===== config.mk =====
export PLATFORM = sky130hd
export DESIGN_NAME = dicla_tree_adder
export DESIGN_NICKNAME = d
export VERILOG_FILES = /design/src/rtl/dicla_pkg.sv /design/src/rtl/dicla_leaf.sv /design/src/rtl/dicla_node.sv /design/src/rtl/dicla_carry.sv /design/src/rtl/dicla_sum.sv /design/src/rtl/dicla_tree_adder.sv
export SDC_FILE = /design/constraint.sdc
export NUM_CORES = 1
export LEC_CHECK = 0
export BUFFER_PORTS_ARGS = -buffer_cell sky130_fd_sc_hd__buf_4
export CORE_ASPECT_RATIO = 0.7
export CORE_MARGIN = 1.5
export CORE_UTILIZATION = 56
export CTS_BUF_LIST = sky130_fd_sc_hd__clkbuf_4
export DETAILED_ROUTE_END_ITERATION = 7
export PLACE_DENSITY_LB_ADDON = 0.3
export SKIP_CTS_REPAIR_TIMING = 1
export SYNTH_ARGS = -nofsm -noshare
export SYNTH_HDL_FRONTEND = slang
export SYNTH_SLANG_ARGS = --single-unit

===== constraint.sdc =====
create_clock -name clk -period 1.7 [get_ports clk]
set_input_delay 0.085 -clock clk [delete_from_list [all_inputs] [get_ports clk]]
set_output_delay 0.085 -clock clk [all_outputs]
set_load 0.01 [all_outputs]

===== src/rtl/dicla_pkg.sv =====
package dicla_pkg;

    typedef enum logic [2:0] {
        KGP_NONE = 3'b000,
        KGP_KILL = 3'b001,
        KGP_GEN  = 3'b010,
        KGP_PROP = 3'b100
    } kgp_e;

    typedef logic [1:0] dr_t;

    localparam dr_t DR_NULL = 2'b00;
    localparam dr_t DR_ZERO = 2'b01;
    localparam dr_t DR_ONE  = 2'b10;
    localparam dr_t DR_BAD  = 2'b11;

    function automatic logic dr_ok(dr_t v);
        return (v == DR_ZERO) || (v == DR_ONE);
    endfunction

    function automatic dr_t dr_of(logic b);
        return b ? DR_ONE : DR_ZERO;
    endfunction

    // classify one bit position from two valid dual-rail operand bits
    function automatic kgp_e leaf_class(dr_t a, dr_t b);
        if (a == DR_ZERO && b == DR_ZERO) return KGP_KILL;
        if (a == DR_ONE && b == DR_ONE)   return KGP_GEN;
        return KGP_PROP;
    endfunction

    // upper span decides unless it propagates
    function automatic kgp_e merge_kgp(kgp_e hi, kgp_e lo);
        if (hi != KGP_PROP) return hi;
        return lo;
    endfunction

    function automatic dr_t kgp_to_carry(kgp_e k);
        case (k)
            KGP_KILL: return DR_ZERO;
            KGP_GEN:  return DR_ONE;
            default:  return DR_NULL;
        endcase
    endfunction

    function automatic int lowbit(int j);
        return j & (-j);
    endfunction

    function automatic int log2i(int v);
        int r;
        r = 0;
        while ((1 << r) < v) r++;
        return r;
    endfunction

endpackage


===== src/rtl/dicla_leaf.sv =====
module dicla_leaf
    import dicla_pkg::*;
(
    input  logic clk,
    input  logic clear,
    input  logic load,
    input  dr_t  a_i,
    input  dr_t  b_i,
    output kgp_e kgp_o
);
    kgp_e kgp_q;

    always_ff @(posedge clk) begin
        if (clear)
            kgp_q <= KGP_NONE;
        else if (load && kgp_q == KGP_NONE)
            kgp_q <= leaf_class(a_i, b_i);
    end

    assign kgp_o = kgp_q;

    p_leaf_onehot_r2: assert property (@(posedge clk) disable iff (clear)
        $onehot0(kgp_q));

endmodule


===== src/rtl/dicla_node.sv =====
module dicla_node
    import dicla_pkg::*;
(
    input  logic clk,
    input  logic clear,
    input  kgp_e hi_i,
    input  kgp_e lo_i,
    output kgp_e grp_o
);
    kgp_e grp_q;

    always_ff @(posedge clk) begin
        if (clear)
            grp_q <= KGP_NONE;
        else if (grp_q == KGP_NONE && hi_i != KGP_NONE && lo_i != KGP_NONE)
            grp_q <= merge_kgp(hi_i, lo_i);
    end

    assign grp_o = grp_q;

    // a resolved group propagates only when both halves propagate
    p_group_consistent_r3: assert property (@(posedge clk) disable iff (clear)
        (grp_q != KGP_NONE) |->
            (hi_i != KGP_NONE && lo_i != KGP_NONE &&
             ((grp_q == KGP_PROP) == (hi_i == KGP_PROP && lo_i == KGP_PROP))));

endmodule


===== src/rtl/dicla_carry.sv =====
module dicla_carry
    import dicla_pkg::*;
(
    input  logic clk,
    input  logic clear,
    input  kgp_e prev_i,     // class of the bit just below
    input  dr_t  prev_c_i,   // carry into the bit just below
    input  kgp_e sib_i,      // class of the aligned span just below
    input  dr_t  base_c_i,   // carry into the base of that span
    output dr_t  c_o
);
    dr_t c_q;
    dr_t c_d;

    always_comb begin
        if (prev_i == KGP_KILL || prev_i == KGP_GEN)
            c_d = kgp_to_carry(prev_i);
        else if (sib_i == KGP_KILL || sib_i == KGP_GEN)
            c_d = kgp_to_carry(sib_i);
        else if (sib_i == KGP_PROP && dr_ok(base_c_i))
            c_d = base_c_i;
        else if (prev_i == KGP_PROP && dr_ok(prev_c_i))
            c_d = prev_c_i;
        else
            c_d = DR_NULL;
    end

    always_ff @(posedge clk) begin
        if (clear)
            c_q <= DR_NULL;
        else if (c_q == DR_NULL)
            c_q <= c_d;
    end

    assign c_o = c_q;

    p_carry_legal_r1: assert property (@(posedge clk) disable iff (clear)
        c_q != DR_BAD);

    p_carry_hold_r8: assert property (@(posedge clk) disable iff (clear)
        dr_ok(c_q) |=> c_q == $past(c_q));

    p_carry_gen_r4: assert property (@(posedge clk) disable iff (clear)
        (prev_i == KGP_GEN && c_q == DR_NULL) |=> c_q == DR_ONE);

endmodule


===== src/rtl/dicla_sum.sv =====
module dicla_sum
    import dicla_pkg::*;
(
    input  logic clk,
    input  logic clear,
    input  kgp_e bit_i,
    input  dr_t  c_i,
    output dr_t  s_o
);
    dr_t s_q;

    always_ff @(posedge clk) begin
        if (clear)
            s_q <= DR_NULL;
        else if (s_q == DR_NULL && bit_i != KGP_NONE && dr_ok(c_i))
            s_q <= dr_of((bit_i == KGP_PROP) ^ (c_i == DR_ONE));
    end

    assign s_o = s_q;

    p_sum_needs_carry_r5: assert property (@(posedge clk) disable iff (clear)
        dr_ok(s_q) |-> dr_ok(c_i));

    p_sum_hold_r8: assert property (@(posedge clk) disable iff (clear)
        dr_ok(s_q) |=> s_q == $past(s_q));

endmodule


===== src/rtl/dicla_tree_adder.sv =====
module dicla_tree_adder
    import dicla_pkg::*;
#(
    parameter int WIDTH = 16
) (
    input  logic               clk,
    input  logic               rst,
    input  logic [2*WIDTH-1:0] a_dr,
    input  logic [2*WIDTH-1:0] b_dr,
    output logic [2*WIDTH-1:0] sum_dr,
    output logic [1:0]         cout_dr,
    output logic               done,
    output logic               err
);
    localparam int LOG   = log2i(WIDTH);
    localparam int BOUND = 2 * LOG + 2;
    localparam int CW    = log2i(BOUND + 2) + 1;

    logic all_spacer, all_valid, any_bad;
    logic clear, load;

    always_comb begin
        all_spacer = 1'b1;
        all_valid  = 1'b1;
        any_bad    = 1'b0;
        for (int i = 0; i < WIDTH; i++) begin
            if (a_dr[2*i +: 2] != DR_NULL || b_dr[2*i +: 2] != DR_NULL)
                all_spacer = 1'b0;
            if (!dr_ok(a_dr[2*i +: 2]) || !dr_ok(b_dr[2*i +: 2]))
                all_valid = 1'b0;
            if (a_dr[2*i +: 2] == DR_BAD || b_dr[2*i +: 2] == DR_BAD)
                any_bad = 1'b1;
        end
    end

    assign clear = rst | all_spacer;
    assign load  = all_valid;

    // heap-ordered tree: node 1 is the root, leaves sit at WIDTH+i
    kgp_e tree [1:2*WIDTH-1];
    dr_t  cin  [0:WIDTH];
    dr_t  cin0_q;

    for (genvar i = 0; i < WIDTH; i++) begin : gen_leaf
        dicla_leaf u_leaf (
            .clk   (clk),
            .clear (clear),
            .load  (load),
            .a_i   (a_dr[2*i +: 2]),
            .b_i   (b_dr[2*i +: 2]),
            .kgp_o (tree[WIDTH+i])
        );
    end

    for (genvar n = 1; n < WIDTH; n++) begin : gen_node
        dicla_node u_node (
            .clk   (clk),
            .clear (clear),
            .hi_i  (tree[2*n+1]),
            .lo_i  (tree[2*n]),
            .grp_o (tree[n])
        );
    end

    always_ff @(posedge clk) begin
        if (clear)
            cin0_q <= DR_NULL;
        else if (load && cin0_q == DR_NULL)
            cin0_q <= DR_ZERO;
    end

    assign cin[0] = cin0_q;

    for (genvar j = 1; j <= WIDTH; j++) begin : gen_carry
        localparam int SPAN = lowbit(j);
        localparam int SIB  = WIDTH / SPAN + (j - SPAN) / SPAN;
        dicla_carry u_carry (
            .clk      (clk),
            .clear    (clear),
            .prev_i   (tree[WIDTH+j-1]),
            .prev_c_i (cin[j-1]),
            .sib_i    (tree[SIB]),
            .base_c_i (cin[j-SPAN]),
            .c_o      (cin[j])
        );
    end

    for (genvar i = 0; i < WIDTH; i++) begin : gen_sum
        dicla_sum u_sum (
            .clk   (clk),
            .clear (clear),
            .bit_i (tree[WIDTH+i]),
            .c_i   (cin[i]),
            .s_o   (sum_dr[2*i +: 2])
        );
    end

    assign cout_dr = cin[WIDTH];

    always_comb begin
        done = dr_ok(cin[WIDTH]);
        for (int i = 0; i < WIDTH; i++)
            if (!dr_ok(sum_dr[2*i +: 2])) done = 1'b0;
    end

    always_ff @(posedge clk) begin
        if (rst) err <= 1'b0;
        else     err <= any_bad;
    end

    // busy-cycle counter used only to bound the latency
    logic [CW-1:0] busy_q;

    always_ff @(posedge clk) begin
        if (clear)
            busy_q <= '0;
        else if (tree[WIDTH] != KGP_NONE && !done)
            busy_q <= busy_q + 1'b1;
    end

    p_latency_bound_r5: assert property (@(posedge clk) disable iff (clear)
        int'(busy_q) < BOUND);

    p_spacer_clears_r7: assert property (@(posedge clk) disable iff (rst)
        all_spacer |=> (!done && cout_dr == DR_NULL));

    p_bad_blocks_r9: assert property (@(posedge clk) disable iff (rst)
        (any_bad && tree[WIDTH] == KGP_NONE) |=> sum_dr[1:0] == DR_NULL);

endmodule


* Word level (Yosys, flattened, before mapping) *
Index checks and enable logic that the tools add are counted.
Widths: inputs -> output; s select.

word-level totals
  register bits after elaboration = 159
  output and inout bits = 36

cells by class
  eq/ne operators = 247
  mux-type cells = 403
  bitwise gates (word level) = 16
  reductions and logical operators = 429

operators by type and width
  cell                count
  $mux 3              94
  $mux 1              222
  $eq 2x2->1 const B  96
  $logic_or 1x1->1    136
  $logic_and 1x1->1   135
  $eq 2x1->1 const B  64
  $mux 2              63
  $pmux 2 s2          24
  $logic_not 3->1     31
  $reduce_bool 3->1   30
  $eq 3x1->1 const B  24
  $eq 3x2->1 const B  24
  $eq 3x3->1 const B  24
  $logic_not 2->1     33
  $reduce_bool 2->1   32
  $ne 3x3->1 const B  15
  $logic_not 1->1     32
  $xor 1x1->1         15
  $or 1x1->1          1

* Depth between registers and ports, before layout *
Gate-level depths: netlist (run 1).

  depth after elaboration = 28
  gate-level depth with buffers = 9
  gate-level depth less buffers = 7

* Modules after synthesis *
A second synthesis (run 1) with hierarchy kept.

unflattened totals
  cell total of the unflattened synthesis = 1387
  area total of the unflattened synthesis = 11683.7 um2

by module, submodules not included
  module            instances  cells an instance  area each (um2)  sequential area each (um2)
  dicla_carry       16         30                 224.0            40.0
  dicla_node        15         19                 158.9            60.1
  dicla_leaf        16         13                 137.6            60.1
  dicla_sum         16         14                 126.4            40.0
  dicla_tree_adder  1          190                1492.7           40.0

* Worst setup path before layout (run 1) *
Ideal clock, no wire load.

  kind = reg2reg
  start point = reg gen_carry[8].u_carry.c_q[0]
  end point = reg gen_carry[10].u_carry.c_q[0]
  setup time = 0.115 ns
  arrival time = 1.798 ns
  slack = -0.212 ns
  stages on the path, launching flop included = 9
  path buffers = 1
  period minus slack after synthesis = 1.912 ns
  cells stage by stage = dfxtp_1 inv_1 ha_1 clkbuf_1 nand3_1 mux2_2 o211ai_1 a31oi_1 a2111oi_0

between the ends
  cells in the longest elaborated chain, start to end = 6
  elaborated cells on any way between the ends = 7
  classes of those cells = eq/ne: 2; mux: 3; reduce/logical: 2

ends and longest elaborated chain
  element                                   line               source
  from (decl)                               dicla_carry.sv:12  dr_t c_q;
  from (signal assigned)                    dicla_carry.sv:30  c_q <= DR_NULL;
  from (signal assigned)                    dicla_carry.sv:32  c_q <= c_d;
  $eq 2x1->1 or $eq 2x2->1 (tied branches)  dicla_pkg.sv:18    return (v == DR_ZERO) || (v == DR_ONE);
  $logic_or 1x1->1                          dicla_pkg.sv:18
  $logic_and 1x1->1                         dicla_carry.sv:20  else if (sib_i == KGP_PROP && dr_ok(base_c_i))
  $mux 2 (*)                                dicla_carry.sv:20
  $mux 2 (*)                                dicla_carry.sv:18  else if (sib_i == KGP_KILL || sib_i == KGP_GEN)
  $mux 2 (*)                                dicla_carry.sv:16  if (prev_i == KGP_KILL || prev_i == KGP_GEN)
  to (signal assigned)                      dicla_carry.sv:30
  to (signal assigned)                      dicla_carry.sv:32
  to (decl)                                 dicla_carry.sv:12

Every way passes the cells marked *; elsewhere a longest branch is shown, timed or not.
A chain may end at the register's enable or synchronous reset.

* Final worst setup path (run 1) *
  start point = reg gen_sum[5].u_sum.s_q[0]
  end point = out done

between the ends
  cells in the longest elaborated chain, start to end = 13
  elaborated cells on any way between the ends = 14
  classes of those cells = eq/ne: 2; mux: 11; reduce/logical: 1

ends and longest elaborated chain
  element                                   line                     source
  from (decl)                               dicla_sum.sv:10          dr_t s_q;
  from (signal assigned)                    dicla_sum.sv:16          s_q <= dr_of((bit_i == KGP_PROP) ^ (c_i == DR_ONE));
  $eq 2x1->1 or $eq 2x2->1 (tied branches)  dicla_pkg.sv:18
  $logic_or 1x1->1 (*)                      dicla_pkg.sv:18
  $mux 1 (*) (11 in series)                 dicla_tree_adder.sv:103  if (!dr_ok(sum_dr[2*i +: 2])) done = 1'b0;
  to (decl)                                 dicla_tree_adder.sv:12   output logic done,

Marks and branches as above.

==> results.tsv, run 1 <==
stage	metric	value	unit
routing	initial drt markers	933	
worst_hold_path	Hold Crit Class	in2reg	
sta	fmax	454.5	MHz
clock_network	clock sink count	159	
clock_network	TritonCTS Buffers	17	
logic_synthesis	Synth Area in Simple Gates	22.21	%
routing	Vias/cell	5.743	
routing	antenna-violating nets left	0	
place	post-DP HPWL	23850	um
layout	Layout Nets	1784	
routing	met2 wire length	12500	um
grt	antenna violations before repair	1	
setup_path	Worst R2R End	gen_carry[12].u_carry.c_o[0]	
logic_synthesis	syn avg cell area	8.311	um2
setup_path	critical-path cell list	inv_2 -> ha_4 -> and4_1 -> nand3_2 -> nor4_2 -> buf_4 -> buf_6	
logic_synthesis	sequential share of the synthesized area	30.13	%
sta	PnR worst setup slack	-500.4	ps
routing	top sig layer	met4	
setup_path	largest stage delay on the critical path	360	ps
setup_path	launch point of the worst path	gen_sum[5].u_sum.s_o[0]	
layout	layout cells sized above 1	26.41	%
setup_path	WP depth	7	
setup_path	Worst EP arrival	2120	ps
setup_path	CP delay by family, top	simple AND/OR/NAND/NOR gates	
routing	Routed Wire Length	29860	um
clock_network	H-tree levels	4	
logic_synthesis	Syn Nets	1512	
layout	Layout Utilization	74.21	%
routing	Met3 Wirelength	3018	um
place	pre-CTS WS	-459.8	ps
grt	Total GRT Usage	30.55	%
run_status	status	finished with violations	
run	Max-cap violations	0	
die	core area	18260	um2
sta	Slew Viols, Final	0	
sta	RSZ-0062 raised after global routing	yes	
sta	hold slack	122.9	ps
logic_synthesis	post-synthesis compound-gate area fraction	16.56	%
layout	Area Overhead vs Synth	28.30	%
grt	vias in the first global route	9969	
layout	FILL cells	1288	
die	Die X	167.2	um
die	Die Span Y	117.9	um
setup_path	CP Class	reg2out	
setup_path	reg2reg path depth	7	
sta	Final period util	129.4	%
logic_synthesis	Synth cell types	69	
routing	DR vias	10298	
die	Die Footprint	19710	um2
logic_synthesis	Post-Synthesis Cell Area	10560	um2
clock_network	CTS tree	built	
logic_synthesis	number of enable flip-flop cells after synthesis	0	
setup_path	FF-to-FF Start	gen_carry[8].u_carry.c_o[0]	
sta	worst-margin pin slew	519.8	ps
grt	largest net degree at the start of global routing	28	
power	Static Leak	0.006237	uW
routing	DRC violations left	0	
power	Pwr Total	7276	uW
setup_path	critical path launch point type	flip-flop	
setup_path	Slowest-stage cell, CP	dfxtp_2	
logic_synthesis	area leader, netlist	dfxtp_1	
power	worst vdd rail ir drop	366.6	uV
place	post-placement cell count	1758	
grt	first-pass GRT wire length	48560	um
logic_synthesis	largest family of logic cells by synthesized area	simple AND/OR/NAND/NOR gates	
logic_synthesis	flops & latches, synth	159	
clock_network	clk_lat worst skew	570	ps
setup_path	CP endpoint kind	output pin	
sta	Clock Skews	17.03	ps
routing	WL met1	13620	um
setup_path	Worst Setup EP	done	
setup_path	Critical path buffers and inverters	3	
setup_path	Critical Path RT	1620	ps
clock_network	clk root buf	clkbuf_4	
place	final RePlAce weighted congestion	0.8997	
setup_path	Crit Path Max Fanout	2	
sta	Rel. slew slack	65.30	%
layout	non-filler cells, final	1793	
grt	GR Overflow Total	0	
power	PwrDens	536.9	nW/um2
logic_synthesis	adder-cell share of the synthesized area	20.73	%
routing	first drt pass iteration count	5	
die	initial core utilization	57.84	%
run_status	failing checks	negative setup slack	
sta	Setup-failing EPs final	2	
logic_synthesis	ys flop type	dfxtp_1	
routing	routed len/inst	16.66	um
place	number of buffers inserted by port buffering	101	
logic_synthesis	Async S/R FF share, synth	0	%
logic_synthesis	mux contribution to synthesized area	2.274	%
die	I/O Pins	102	
clock_network	Clock transition at path regs	140	ps
logic_synthesis	Synth warnings	0	
clock_network	worst-case clock buffer depth	2	
sta	final hold violations	0	
logic_synthesis	XOR/XNOR Fraction of Synth Area	0.6633	%
logic_synthesis	area share of the largest cell type after synthesis	30.13	%
die	FP Rows	41	
logic_synthesis	ranking of synthesized cells by area	dfxtp_1, ha_1, inv_1	
sta	minimum clock period after layout	2200	ps
setup_path	Worst R2R Setup Slack	-40	ps
logic_synthesis	Post-Syn Instances	1271	
-- worst min-delay path by stage --
| stage | start | cells past startpoint | slack [ps] | to |
|---|---|---|---|---|
| after global routing | b_dr[31] | 7 | 120 | err |
| after floorplan | rst | 1 | 160 | err |
| after detailed placement | rst | 2 | 320 | err |
| after global placement | rst | 2 | 310 | err |
| final | b_dr[31] | 7 | 120 | err |
| after CTS | rst | 2 | -300 | err |
-- report_power, final --
group / internal [uW] / switching, uW
logic: 630 / 608
registers: 3770 / 28.1
clock network: 882 / 1360
-- cells in the final DEF (no fill, tap or decap), types with 6 or more instances in the layout --
cell,n
nor3b_1,13
mux2_2,7
inv_4,6
ha_1,167
buf_12,7
inv_1,131
nor3_1,20
clkbuf_4,19
and2_1,9
nand3_1,38
nor4_1,25
and3_1,10
a211oi_1,8
nand2_1,57
buf_4,296
a31oi_1,26
nor2_1,122
dfxtp_2,11
nand2b_1,18
nor4b_1,8
nand4b_1,9
nand4_1,30
mux2i_1,15
o31a_1,12
inv_2,10
o21ai_0,39
ha_4,8
or3_1,33
a21o_1,14
o21a_1,44
dfxtp_1,148
a21oi_1,80
clkinv_2,6
-- routing by layer --
metal,vias to the layer above,track usage (%)
li1,5001,-
met3,59,8.440
met4,0,10.08
met2,449,45.76
met1,4789,42.24
met5,-,0
-- synthesized netlist by cell type (all sizes together) (31+ instances only) --
| library cell | count |
|---|---|
| or3 | 33 |
| clkbuf | 42 |
| o21ai | 40 |
| nand2 | 57 |
| a21oi | 83 |
| inv | 150 |
| nor2 | 122 |
| ha | 175 |
| nand3 | 41 |
| dfxtp | 159 |
| nor4 | 31 |
| o21a | 44 |
-- sequential cells by signal (all words and copies together) (netlist names) --
signal                 flops
gen_node.u_node.grp_o     45
cin0_q                     1
err                        1
gen_leaf.u_leaf.kgp_o     48
gen_carry.u_carry.c_o     32
gen_sum.u_sum.s_o         32
-- kinds of logic (layout without fill, tap and decap cells) --
group           Yosys count  in the layout
fa+ha+maj               175            175
mux                      23             23
simple gates            434            434
other cells               0              1
flops                   159            159
buf+inv                 202            487
compound gates          270            270
xor+xnor                  8              8
-- stage by stage --
step / TNS, ps / area [um2]
after CTS: -1183 / 13400
after global routing: -713.2 / 13550
after detailed placement: -15480 / 13140
after floorplan: -64.15 / 10700
final: -544.2 / 13550
after global placement: -13190 / 13140
-- cell type report --
| cell class | instances | area [um2] | area share [%] |
|---|---|---|---|
| multi-input combinational | 910 | 6809 | 50.24 |
| inverter | 150 | 600.6 | 4.431 |
| timing repair buffer | 305 | 2384 | 17.59 |
| sequential | 159 | 3197 | 23.59 |
| antenna | 1 | 2.502 | 0.01846 |
| tap | 236 | 295.3 | 2.179 |
| clock inverter | 13 | 122.6 | 0.9047 |
| clock buffer | 19 | 142.6 | 1.052 |
-- worst min-delay path: stages --
cell and delay [ps]:
buf_4 80, buf_4 100, ha_1 130, nor4_1 50, nand4_1 80, nor2_1 50, nor2_1 80
Power figures use the tool's default switching activity.
==> run 2: changes to the inputs <==
--- a/constraint.sdc
+++ b/constraint.sdc
@@ -3,2 +3,2 @@
 set_output_delay 0.085 -clock clk [all_outputs]
-set_load 0.01 [all_outputs]
+set_load 0.02 [all_outputs]
==> run 2 against run 1 <==
The run still ends with negative setup slack left. Wire length is 0.68% lower. Non-clock buffer count is 4 higher. Utilization increased by 0.27 points. Via count fell by 1.3%. Combinational power about the same. Critical path depth fell by 2. First-iteration DRC count decreased by 11%. Largest power group unchanged.
==> results.tsv, run 2 (synthesis results as in run 1) <==
stage	metric	value	unit	change
setup_path	Worst R2R End	gen_carry[10].u_carry.c_o[0]		
setup_path	reg2reg path depth	7		unchanged
die	Die Footprint	19710	um2	unchanged
layout	Layout Nets	1788		+0.22%
setup_path	Crit Path Max Fanout	3		+1
setup_path	Slowest-stage cell, CP	dfxtp_2		
grt	antenna violations before repair	1		unchanged
sta	RSZ-0062 raised after global routing	yes		
grt	first-pass GRT wire length	47130	um	-2.9%
setup_path	launch point of the worst path	gen_sum[10].u_sum.s_o[0]		
grt	vias in the first global route	9497		-4.7%
setup_path	CP delay by family, top	simple AND/OR/NAND/NOR gates		
sta	Final period util	121.4	%	-8.1 points
setup_path	CP Class	reg2out		
setup_path	Worst EP arrival	1980	ps	-140 ps
layout	FILL cells	1279		-0.70%
layout	area of the multi-input gates	6847	um2	+0.55%
routing	antenna-violating nets left	0		unchanged
power	Static Leak	0.006278	uW	+0.67%
run_status	failing checks	negative setup slack		
power	P_int	5308	uW	+0.55%
layout	layout cells sized above 1	28.11	%	+1.7 points
power	worst vdd rail ir drop	372.7	uV	+1.7%
setup_path	Worst Setup EP	done		
place	post-DP HPWL	23670	um	-0.79%
sta	final hold violations	0		unchanged
setup_path	CP endpoint kind	output pin		
layout	most frequent cells in the layout	buf_4, ha_1, dfxtp_1		
run	Max-cap violations	0		unchanged
layout	non-filler cells, final	1795		+0.11%
sta	worst-margin pin slew	513.9	ps	-5.879 ps
die	Die X	167.2	um	unchanged
clock_network	CTS tree	built		
power	sw frac	26.94	%	-0.50 points
layout	most common cell after layout, fill and taps aside	buf_4		
routing	DR vias	10163		-1.3%
power	net load switching power	1958	uW	-2.0%
die	Die Span Y	117.9	um	unchanged
die	FP Rows	41		unchanged
routing	initial drt markers	834		-11%
die	initial core utilization	57.84	%	unchanged
power	combinational share of power	17.3	%	+0.3 points
layout	Seq. cell area	3221	um2	+0.74%
setup_path	Critical Path RT	1620	ps	about the same
layout	Layout Utilization	74.49	%	+0.27 points
routing	Routed Wire Length	29660	um	-0.68%
power	Flop pwr share	52.3	%	about the same
grt	Total GRT Usage	29.73	%	-0.82 points
layout	Area Overhead vs Synth	28.77	%	
setup_path	Critical path buffers and inverters	2		-1
setup_path	Worst R2R Setup Slack	-10	ps	+30 ps
run_status	status	finished with violations		
setup_path	largest stage delay on the critical path	370	ps	about the same
clock_network	Clock transition at path regs	120	ps	-20 ps
setup_path	FF-to-FF Start	gen_carry[8].u_carry.c_o[1]		
sta	PnR worst setup slack	-363.4	ps	+137.0 ps
sta	minimum clock period after layout	2063	ps	-137.0 ps
worst_hold_path	Hold Crit Class	in2reg		
clock_network	TritonCTS Buffers	17		unchanged
sta	Clock Skews	17.85	ps	+0.8216 ps
setup_path	critical path launch point type	flip-flop		
grt	GR Overflow Total	0		unchanged
setup_path	WP depth	5		-2
clock_network	clk root buf	clkbuf_4		
place	pre-CTS WS	-440.2	ps	+19.55 ps
clock_network	H-tree levels	4		unchanged
grt	largest net degree at the start of global routing	37		+32%
place	final RePlAce weighted congestion	0.9345		+3.9%
power	Clk pwr share	30.4	%	-0.4 points
sta	fmax	484.6	MHz	+6.6%
power	PwrDens	534.1	nW/um2	-0.51%
die	I/O Pins	102		unchanged
sta	Setup-failing EPs final	3		+1
clock_network	clock sink count	159		unchanged
place	number of buffers inserted by port buffering	101		unchanged
routing	Vias/cell	5.662		-1.4%
place	post-placement cell count	1758		unchanged
routing	first drt pass iteration count	5		unchanged
sta	hold slack	127.9	ps	+5.015 ps
clock_network	worst-case clock buffer depth	2		unchanged
layout	max FFs per register	48		unchanged
die	core area	18260	um2	unchanged
sta	Slew Viols, Final	0		unchanged
setup_path	critical-path cell list	inv_1 -> ha_1 -> nand4_1 -> nor4_4 -> buf_4		
routing	routed len/inst	16.52	um	-0.79%
sta	Fin Setup TNS	-377.5	ps	+166.7 ps
routing	DRC violations left	0		unchanged
clock_network	clk_lat worst skew	570	ps	about the same
sta	Rel. slew slack	65.69	%	+0.39 points
[run 2: area by class of cell]
cell class | count | area share (%)
Timing Repair Buffer | 309 | 17.53
Clock buffer | 21 | 1.159
Multi-Input combinational cell | 910 | 50.33
Inverter | 150 | 4.415
Sequential cell | 159 | 23.68
Clock inverter | 9 | 0.6990
Antenna cell | 1 | 0.01840
Tap cell | 236 | 2.171
[run 2: per-layer routing]
metal	wire length (um)	vias up	GRT usage (%)
met3	2560	36	6.658
met2	12640	399	44.33
met4	546	0	8.559
met5	0	-	0
li1	-	5007	-
met1	13910	4721	42.72
[run 2: power by group through the flow]
stage          Sequential (uW)  Combinational [uW]  Clock, uW
2_1_floorplan             3880                 511          0
3_3_place_gp              3880                1130          0
3_5_place_dp              3880                1180          0
4_1_cts                   3790                1180       2220
5_1_grt                   3810                1380       2380
6_report                  3800                1260       2210
[run 2: metrics by stage]
step / instance area (um2) / power, uW
after global routing: 13600 / 7567
after floorplan: 10690 / 4389
after CTS: 13360 / 7195
after detailed placement: 13110 / 5053
final: 13600 / 7266
after global placement: 13110 / 5005
[run 2: worst min path at each step]
stage	startpoint	endpoint	slack (ps)	cells past startpoint
global route	a_dr[5]	err	150	7
floorplan	rst	err	160	1
finish	a_dr[23]	err	130	7
CTS	rst	err	-290	2
detailed placement	rst	err	320	2
global placement	rst	err	310	2
[run 2: worst reg2reg max path: stages, from the launching register on]
cell       delay (ps)
dfxtp_2           360
inv_2              50
ha_4              300
nand3_2            60
mux2_4            260
o211ai_1          180
a31oi_1            60
a2111oi_0         320
